$ cat config.mk
export PLATFORM = sky130hd
export DESIGN_NAME = dsp_agu
export DESIGN_NICKNAME = d
export VERILOG_FILES = /design/src/rtl/dsp_agu.sv
export SDC_FILE = /design/constraint.sdc
export NUM_CORES = 1
export LEC_CHECK = 0
export BUFFER_PORTS_ARGS = -buffer_cell sky130_fd_sc_hd__clkbuf_2
export CELL_PAD_IN_SITES_DETAIL_PLACEMENT = 1
export CELL_PAD_IN_SITES_GLOBAL_PLACEMENT = 1
export CORE_ASPECT_RATIO = 1.25
export CORE_MARGIN = 3
export CORE_UTILIZATION = 29
export DETAILED_ROUTE_END_ITERATION = 10
export HOLD_SLACK_MARGIN = 0.08
export PLACE_DENSITY_LB_ADDON = 0.12
export SLEW_MARGIN = 20
export SYNTH_ARGS = -nofsm -noshare
export SYNTH_HDL_FRONTEND = slang
export SYNTH_SLANG_ARGS = --single-unit
$ cat constraint.sdc
create_clock -name clk -period 9.35 [get_ports clk]
set_input_delay 0.935 -clock clk [delete_from_list [all_inputs] [get_ports clk]]
set_output_delay 0.935 -clock clk [all_outputs]
set_load 0.01 [all_outputs]
$ cat src/rtl/dsp_agu.sv
module dsp_agu #(
  parameter int AW     = 16,
  parameter int MAXLOG = 10,
  parameter int LW     = $clog2(MAXLOG + 1)
) (
  input  logic          clk,
  input  logic          rst_n,
  input  logic          cfg_we,
  input  logic [AW-1:0] cfg_base,
  input  logic [LW-1:0] cfg_log2,
  input  logic          req,
  input  logic [2:0]    mode,
  input  logic [1:0]    wrap,
  input  logic [AW-1:0] step,
  input  logic [AW-1:0] imm,
  output logic [AW-1:0] addr_out,
  output logic          addr_vld
);

  localparam logic [AW-1:0] ONE    = {{(AW-1){1'b0}}, 1'b1};
  localparam logic [LW-1:0] LG_MIN = LW'(1);
  localparam logic [LW-1:0] LG_MAX = LW'(MAXLOG);

  logic [AW-1:0] base_q, off_q;
  logic [LW-1:0] lg_q;

  logic [AW-1:0] mask;
  logic          wrapped;
  logic [AW-1:0] inc_off, dec_off;
  logic [AW-1:0] cur_a, dec_a;
  logic [LW-1:0] lg_in;
  logic          take;

  assign mask    = (ONE << lg_q) - ONE;
  assign wrapped = (wrap == 2'd1) || (wrap == 2'd2);
  assign inc_off = wrapped ? ((off_q + step) & mask) : (off_q + step);
  assign dec_off = wrapped ? ((off_q - step) & mask) : (off_q - step);
  assign take    = req && !cfg_we;
  assign lg_in   = (cfg_log2 == '0) ? LG_MIN :
                   (cfg_log2 > LG_MAX) ? LG_MAX : cfg_log2;

  function automatic logic [AW-1:0] brev(input logic [AW-1:0] x, input logic [LW-1:0] n);
    logic [AW-1:0] r;
    r = '0;
    for (int i = 0; i < MAXLOG; i++)
      if (i < int'(n)) r[int'(n) - 1 - i] = x[i];
    return r;
  endfunction

  function automatic logic [AW-1:0] index_of(input logic [AW-1:0] o);
    case (wrap)
      2'd1:    return o & mask;
      2'd2:    return brev(o & mask, lg_q);
      default: return o;
    endcase
  endfunction

  assign cur_a = base_q + index_of(off_q);
  assign dec_a = base_q + index_of(dec_off);

  logic [AW-1:0] a_d, off_d;
  logic          v_d;

  always_comb begin
    a_d   = addr_out;
    v_d   = 1'b0;
    off_d = off_q;
    if (take) begin
      case (mode)
        3'd0: begin a_d = imm;          v_d = 1'b1; end
        3'd1: begin a_d = cur_a;        v_d = 1'b1; end
        3'd2: begin a_d = cur_a + step; v_d = 1'b1; end
        3'd3: begin a_d = cur_a;        v_d = 1'b1; off_d = inc_off; end
        3'd4: begin a_d = dec_a;        v_d = 1'b1; off_d = dec_off; end
        default: ;
      endcase
    end
  end

  always_ff @(posedge clk) begin
    if (!rst_n) begin
      base_q   <= '0;
      lg_q     <= LG_MIN;
      off_q    <= '0;
      addr_out <= '0;
      addr_vld <= 1'b0;
    end else begin
      addr_vld <= v_d;
      addr_out <= a_d;
      if (cfg_we) begin
        base_q <= cfg_base;
        lg_q   <= lg_in;
        off_q  <= '0;
      end else begin
        off_q  <= off_d;
      end
    end
  end

  a_r1_quiet_after_reset: assert property (@(posedge clk)
    !rst_n |=> (!addr_vld && addr_out == '0));

  a_r2_absolute_passes_imm: assert property (@(posedge clk) disable iff (!rst_n)
    $past(req && !cfg_we && mode == 3'd0) |-> addr_out == $past(imm));

  a_r6_circular_in_region: assert property (@(posedge clk) disable iff (!rst_n)
    $past(req && !cfg_we && wrap == 2'd1 && (mode == 3'd1 || mode == 3'd3 || mode == 3'd4))
    |-> (addr_out - $past(base_q)) <= $past(mask));

  a_r8_load_clears_offset: assert property (@(posedge clk) disable iff (!rst_n)
    $past(cfg_we) |-> off_q == '0);

  a_r9_exponent_in_range: assert property (@(posedge clk) disable iff (!rst_n)
    lg_q >= LG_MIN && lg_q <= LG_MAX);

  a_r10_reserved_silent: assert property (@(posedge clk) disable iff (!rst_n)
    $past(req && !cfg_we && mode > 3'd4) |-> (!addr_vld && $stable(off_q)));

  a_r11_one_cycle_latency: assert property (@(posedge clk) disable iff (!rst_n)
    $past(req && !cfg_we && mode <= 3'd4) |-> addr_vld);

endmodule

==> results of run 1 <==
flip-flops by register name (all words and copies together) (netlist names):
| signal | flops |
|---|---|
| off_q | 16 |
| addr_vld | 1 |
| base_q | 16 |
| addr_out | 16 |
| lg_q | 4 |
power by group through the flow:
| stage | clock network, mW | logic (mW) | registers (mW) |
|---|---|---|---|
| 4_1_cts | 0.245 | 0.619 | 0.246 |
| 2_1_floorplan | 0 | 0.394 | 0.251 |
| 5_1_grt | 0.249 | 0.672 | 0.248 |
| 3_5_place_dp | 0 | 0.615 | 0.251 |
| 6_report | 0.235 | 0.622 | 0.246 |
| 3_3_place_gp | 0 | 0.612 | 0.251 |
layer usage:
| metal | wire length [um] | part of all wire, % |
|---|---|---|
| met1 | 22900 | 41 |
| met2 | 28100 | 50 |
| met3 | 1620 | 2.9 |
| met4 | 3420 | 6.1 |
| met5 | 0 | 0 |
placed cells by master (no fill, tap or decap), types with 16 or more instances in the layout:
cell type,instances
o21a_1,19
nor2b_1,42
xnor2_1,58
dfxtp_1,53
nand3_1,63
clkbuf_2,77
mux2i_1,49
inv_1,61
or3_1,21
a31oi_1,17
xor2_1,25
nand2b_1,23
and2_1,21
o21ai_0,132
nand2_1,196
buf_4,50
and3_1,17
nor2_1,178
o211ai_1,34
a211oi_1,29
ha_1,96
a21oi_1,165
nor4_1,16
nor3_1,47
through the flow:
| step | instance area (um^2) | hold WS, ps | cells | util, % |
|---|---|---|---|---|
| floorplan | 11300 | 465 | 1698 | - |
| global placement | 12200 | 460 | 2218 | 32.0 |
| detailed placement | 12200 | 470 | 2218 | 32.0 |
| CTS | 12400 | 482 | 2226 | 32.4 |
| global route | 12400 | 508 | 2226 | 32.4 |
| finish | 12400 | 476 | 2226 | 32.4 |
final timing paths:
path                 from            to  slack [ps]  cells past startpoint
min          addr_out[13]  addr_out[13]         480                      2
max               lg_q[0]  addr_out[15]         840                     35
max reg2reg       lg_q[0]  addr_out[15]         840                     35
min reg2reg  addr_out[13]  addr_out[13]         480                      2
cells by family (layout without fill, tap and decap cells):
logic type | Yosys count | in the layout
xor gates and xnor gates | 84 | 84
adders and majority gates | 101 | 101
AOI/OAI and AO/OA | 565 | 565
buffers and inverters | 162 | 198
DFF | 53 | 53
and+or+nand+nor | 679 | 679
muxes | 54 | 54
critical path: cells and delay by family, from the launching register on:
kind	cells	cell delay [ps]
compound gates	16	3930
xor+xnor	2	380
fa+ha+maj	5	1540
buf+inv	3	540
flops	1	350
simple gates	9	1710
final cells by class:
cell class	instances	area [um^2]	area share, %
inverter	63	236	1.91
clock inverter	1	30.0	0.242
multi-input combinational	1483	9550	77.0
sequential	53	1060	8.56
timing repair buffer	127	761	6.14
tap	492	616	4.97
clock buffer	7	143	1.15
==> out/metrics.cfg, run 1 <==
[outcome]
status=complete, no violations

[grt]
gr-usage-all-layers_pct=26.4
grtUsageMet1_pct=30.4
grt_pass1_vias=13500
use_met3_pct=1.91
top_usage_layer=met2
grt_pass1_wl_mm=83.9
gr-usage-met2_pct=48.2
grt_max_degree=40
antenna_found_initial=0
overflow=0

[finish]
area_growth_pct=9.99
drive_gt1_share_pct=10.1
layout.nets=1895
num-fill-cells=4915
num_antenna_cells=0

[logic_synthesis]
synth_largest_area_cell=ha_1
synth_top_area_share_pct=10.7
syn_inst=1698
synthArstFlopShare_pct=0
synth-simple-area-share_pct=29.1
synth_flop_cell=dfxtp_1
synth_edf_count=0
synth.area.top_cells=ha_1 (11%), dfxtp_1 (9.4%), a21oi_1 (7.3%)
ys_types=98
post-synth-top-count-cell=nand2_1
yosysWarnings=0
synth-seq-area-share_pct=9.42
synthesis.area_um2=11300
avgSynthCellArea_um2=6.64
syn-num-nets=1860
synth_mux_area_share_pct=4.89
ys_ff_latch=53
synthXorXnorAreaFrac_pct=6.65
synthAdderAreaFrac_pct=11.5
synth-compound-area-share_pct=32.5
ys_top_cells_by_count=nand2_1 (196), nor2_1 (178), a21oi_1 (165)
synth_top_family_by_area=compound AO/OA/AOI/OAI gates

[timing]
fin_crit_ps=8510
tightest_slew_ps=1100
skew_ps=5.23
rsz0062_at_grt=false
finalWorstSetupSlack_ps=843
fin_setup_tns_ps=0
max_freq_mhz=118
min_period_over_period_pct=91.0
setup_viol=0
hold_violations=0
drv_slew=0
slew_headroom_pct=26.1

[clocking]
insertion_delay_ps=320
ctsResizeCount=0
numCtsBuffers=5
root_buffer=clkbuf_16
htreeDepth=2
post_cts.repair.setup_buffers=0
cts_tree=yes
clkSlewWorstSetupHoldPaths_ps=80
cts_sinks=53
ctsHoldBuffers=0
cts_buffer_depth=2

[power_and_ir_drop]
p_int_mw=0.570
power_mw=1.10
p_switching_mw=0.533
p_per_area_nw_per_um2=89.0
power_leakage_nw=4.98
irDropWorstVdd_mv=0.0723
combPwrFrac_pct=56.4
sw_frac_of_total_pct=48.3
clockPowerShare_pct=21.3
power_frac_seq_pct=22.3

[worst_setup_path]
crit_top_cell=ha_1
slowest_stage=a21boi_1
crit_arrival_ps=8760
end_kind=register
max_stage_delay_ps=700
worstSetupPathType=reg2reg
path_max_fanout=26
worstSetupStartpointType=register
cp.required_ps=9610

[placed_design]
place_ws_ps=852
port_buffers=77
place.gp.congestion=0.925
hpwl_mm=45.7

[routing]
wirelength_mm=56.1
route.detailed.drc=0
dr_total_vias=13200
dr.pass1.iters=6
ant_nets=0
wire_per_inst_um=25.2
first_iter_violations=778
via_per_inst=5.93

[die]
io-pin-count=78
num_rows=80
chipHeight_um=226
initial_utilization_pct=29.5
core_um2=38200
die_width_um=182
die_area_um2=41300

[hold_path]
hp-class=reg2reg

[job]
drv_cap=0

Note: power is estimated with default switching activity, not from simulation.
==> run 2, diff against run 1 <==
MAX_ROUTING_LAYER = met4   (was default)
==> out/metrics.cfg, run 2 (synthesis results as in run 1) <==
[outcome]
status=complete, no violations

[finish]
drive_gt1_share_pct=10.2  ; +0.11 points
final_util_pct=32.4  ; about the same
final_cell_mix=nand2_1 (196), nor2_1 (178), a21oi_1 (165)
layout_commonest_cell=nand2_1
reg.largest.list=addr_out (16), base_q (16), off_q (16)
layout.nets=1896  ; +0.053%
num-fill-cells=4959  ; +0.90%
area_growth_pct=10.1  ; about the same
num_antenna_cells=0  ; unchanged

[timing]
skew_ps=6.62  ; +1.39 ps
setup_viol=0  ; unchanged
hold_violations=0  ; unchanged
drv_slew=0  ; unchanged
fin_setup_tns_ps=0  ; unchanged
fin_crit_ps=8620  ; +108 ps
rsz0062_at_grt=false
tightest_slew_ps=1060  ; -43.3 ps
min_period_over_period_pct=92.1  ; +1.2 points
slew_headroom_pct=29.1  ; +3.0 points
max_freq_mhz=116  ; -1.3%

[worst_setup_path]
crit_family=compound AO/OA/AOI/OAI gates
crit_top_cell=ha_1
crit_arrival_ps=8870  ; +110 ps
end_kind=register
slowest_stage=a21boi_1
cp.required_ps=9610  ; about the same
path_max_fanout=26  ; unchanged
critPathBufInv=3  ; unchanged
max_stage_delay_ps=700  ; about the same
worstSetupStartpointType=register
worstSetupPathType=reg2reg

[routing]
wire_per_inst_um=25.3  ; +0.55%
first_iter_violations=826  ; +6.2%
dr.pass1.iters=6  ; unchanged
via_per_inst=6.00  ; +1.2%
ant_nets=0  ; unchanged
wirelength_mm=56.4  ; +0.59%
dr_total_vias=13400  ; +1.2%
route.detailed.drc=0  ; unchanged

[grt]
gr-usage-all-layers_pct=27.5  ; +1.1 points
overflow=0  ; unchanged
grt_pass1_vias=13800  ; +2.0%
antenna_found_initial=0  ; unchanged
grt_pass1_wl_mm=84.5  ; +0.82%
grt_max_degree=40  ; unchanged

[power_and_ir_drop]
power_mw=1.11  ; +0.48%
p_per_area_nw_per_um2=89.4  ; +0.39%
power_leakage_nw=4.98  ; about the same
irDropWorstVdd_mv=0.0708  ; -2.1%

[clocking]
root_buffer=clkbuf_16
post_cts.repair.setup_buffers=0  ; unchanged
ctsHoldBuffers=0  ; unchanged
numCtsBuffers=5  ; unchanged
ctsResizeCount=0  ; unchanged
cts_buffer_depth=2  ; unchanged
cts_sinks=53  ; unchanged
cts_tree=yes
htreeDepth=2  ; unchanged
clkSlewWorstSetupHoldPaths_ps=80  ; about the same
insertion_delay_ps=320  ; about the same

[placed_design]
hpwl_mm=46.3  ; +1.3%
place.gp.congestion=0.958  ; +3.6%
port_buffers=77  ; unchanged

[job]
drv_cap=0  ; unchanged

[die]
core_um2=38200  ; unchanged
chipHeight_um=226  ; unchanged
initial_utilization_pct=29.5  ; unchanged
die_area_um2=41300  ; unchanged
num_rows=80  ; unchanged
die_width_um=182  ; unchanged
io-pin-count=78  ; unchanged

[hold_path]
hp-class=reg2reg

run 2: path summary, 6_finish.rpt:
| kind | from | to | slack [ps] | cells past startpoint |
|---|---|---|---|---|
| setup reg to reg | lg_q[0] | addr_out[15] | 730 | 36 |
| setup / recovery | lg_q[0] | addr_out[15] | 730 | 36 |
| hold reg to reg | addr_out[13] | addr_out[13] | 480 | 2 |
| hold / removal | addr_out[13] | addr_out[13] | 480 | 2 |
run 2: report_power, final:
| part | internal (mW) | total (mW) | switching (mW) |
|---|---|---|---|
| clock network | 0.134 | 0.235 | 0.101 |
| registers | 0.236 | 0.247 | 0.0112 |
| logic | 0.201 | 0.627 | 0.426 |
| total | 0.571 | 1.11 | 0.538 |
run 2: stage by stage:
stage	setup slack (ps)	hold WS [ps]	area, um^2	std cells
2_1_floorplan	1990	465	11300	1698
3_3_place_gp	1110	461	12200	2219
3_5_place_dp	898	474	12200	2219
4_1_cts	844	486	12400	2227
5_1_grt	244	519	12400	2227
6_report	734	479	12400	2227
run 2: layer usage:
metal / vias up / GRT usage (%) / wire length, um
met5: - / - / 0
met3: 152 / 2.20 / 1700
met2: 340 / 48.3 / 28000
met4: 0 / 16.3 / 3850
met1: 6566 / 30.3 / 22900
li1: 6296 / - / -
run 2: worst register-to-register path, delay by kind of cell (launching register included):
| kind | cells | cell delay, ps |
|---|---|---|
| AO/OA/AOI/OAI | 18 | 3980 |
| multiplexers | 2 | 440 |
| flip-flops | 1 | 350 |
| XOR/XNOR | 2 | 480 |
| adder cells (fa/ha/maj) | 6 | 1650 |
| AND/OR/NAND/NOR | 5 | 1120 |
| buffers and inverters | 3 | 530 |
run 2: cell type report:
class	count	area (um^2)	share of cell area, %
clock buffers	6	139	1.12
clock inverters	2	37.5	0.303
inverters	63	236	1.91
multi-input cells	1483	9550	77.0
flip-flops and latches	53	1060	8.55
well taps	492	616	4.96
repair buffers	128	768	6.19
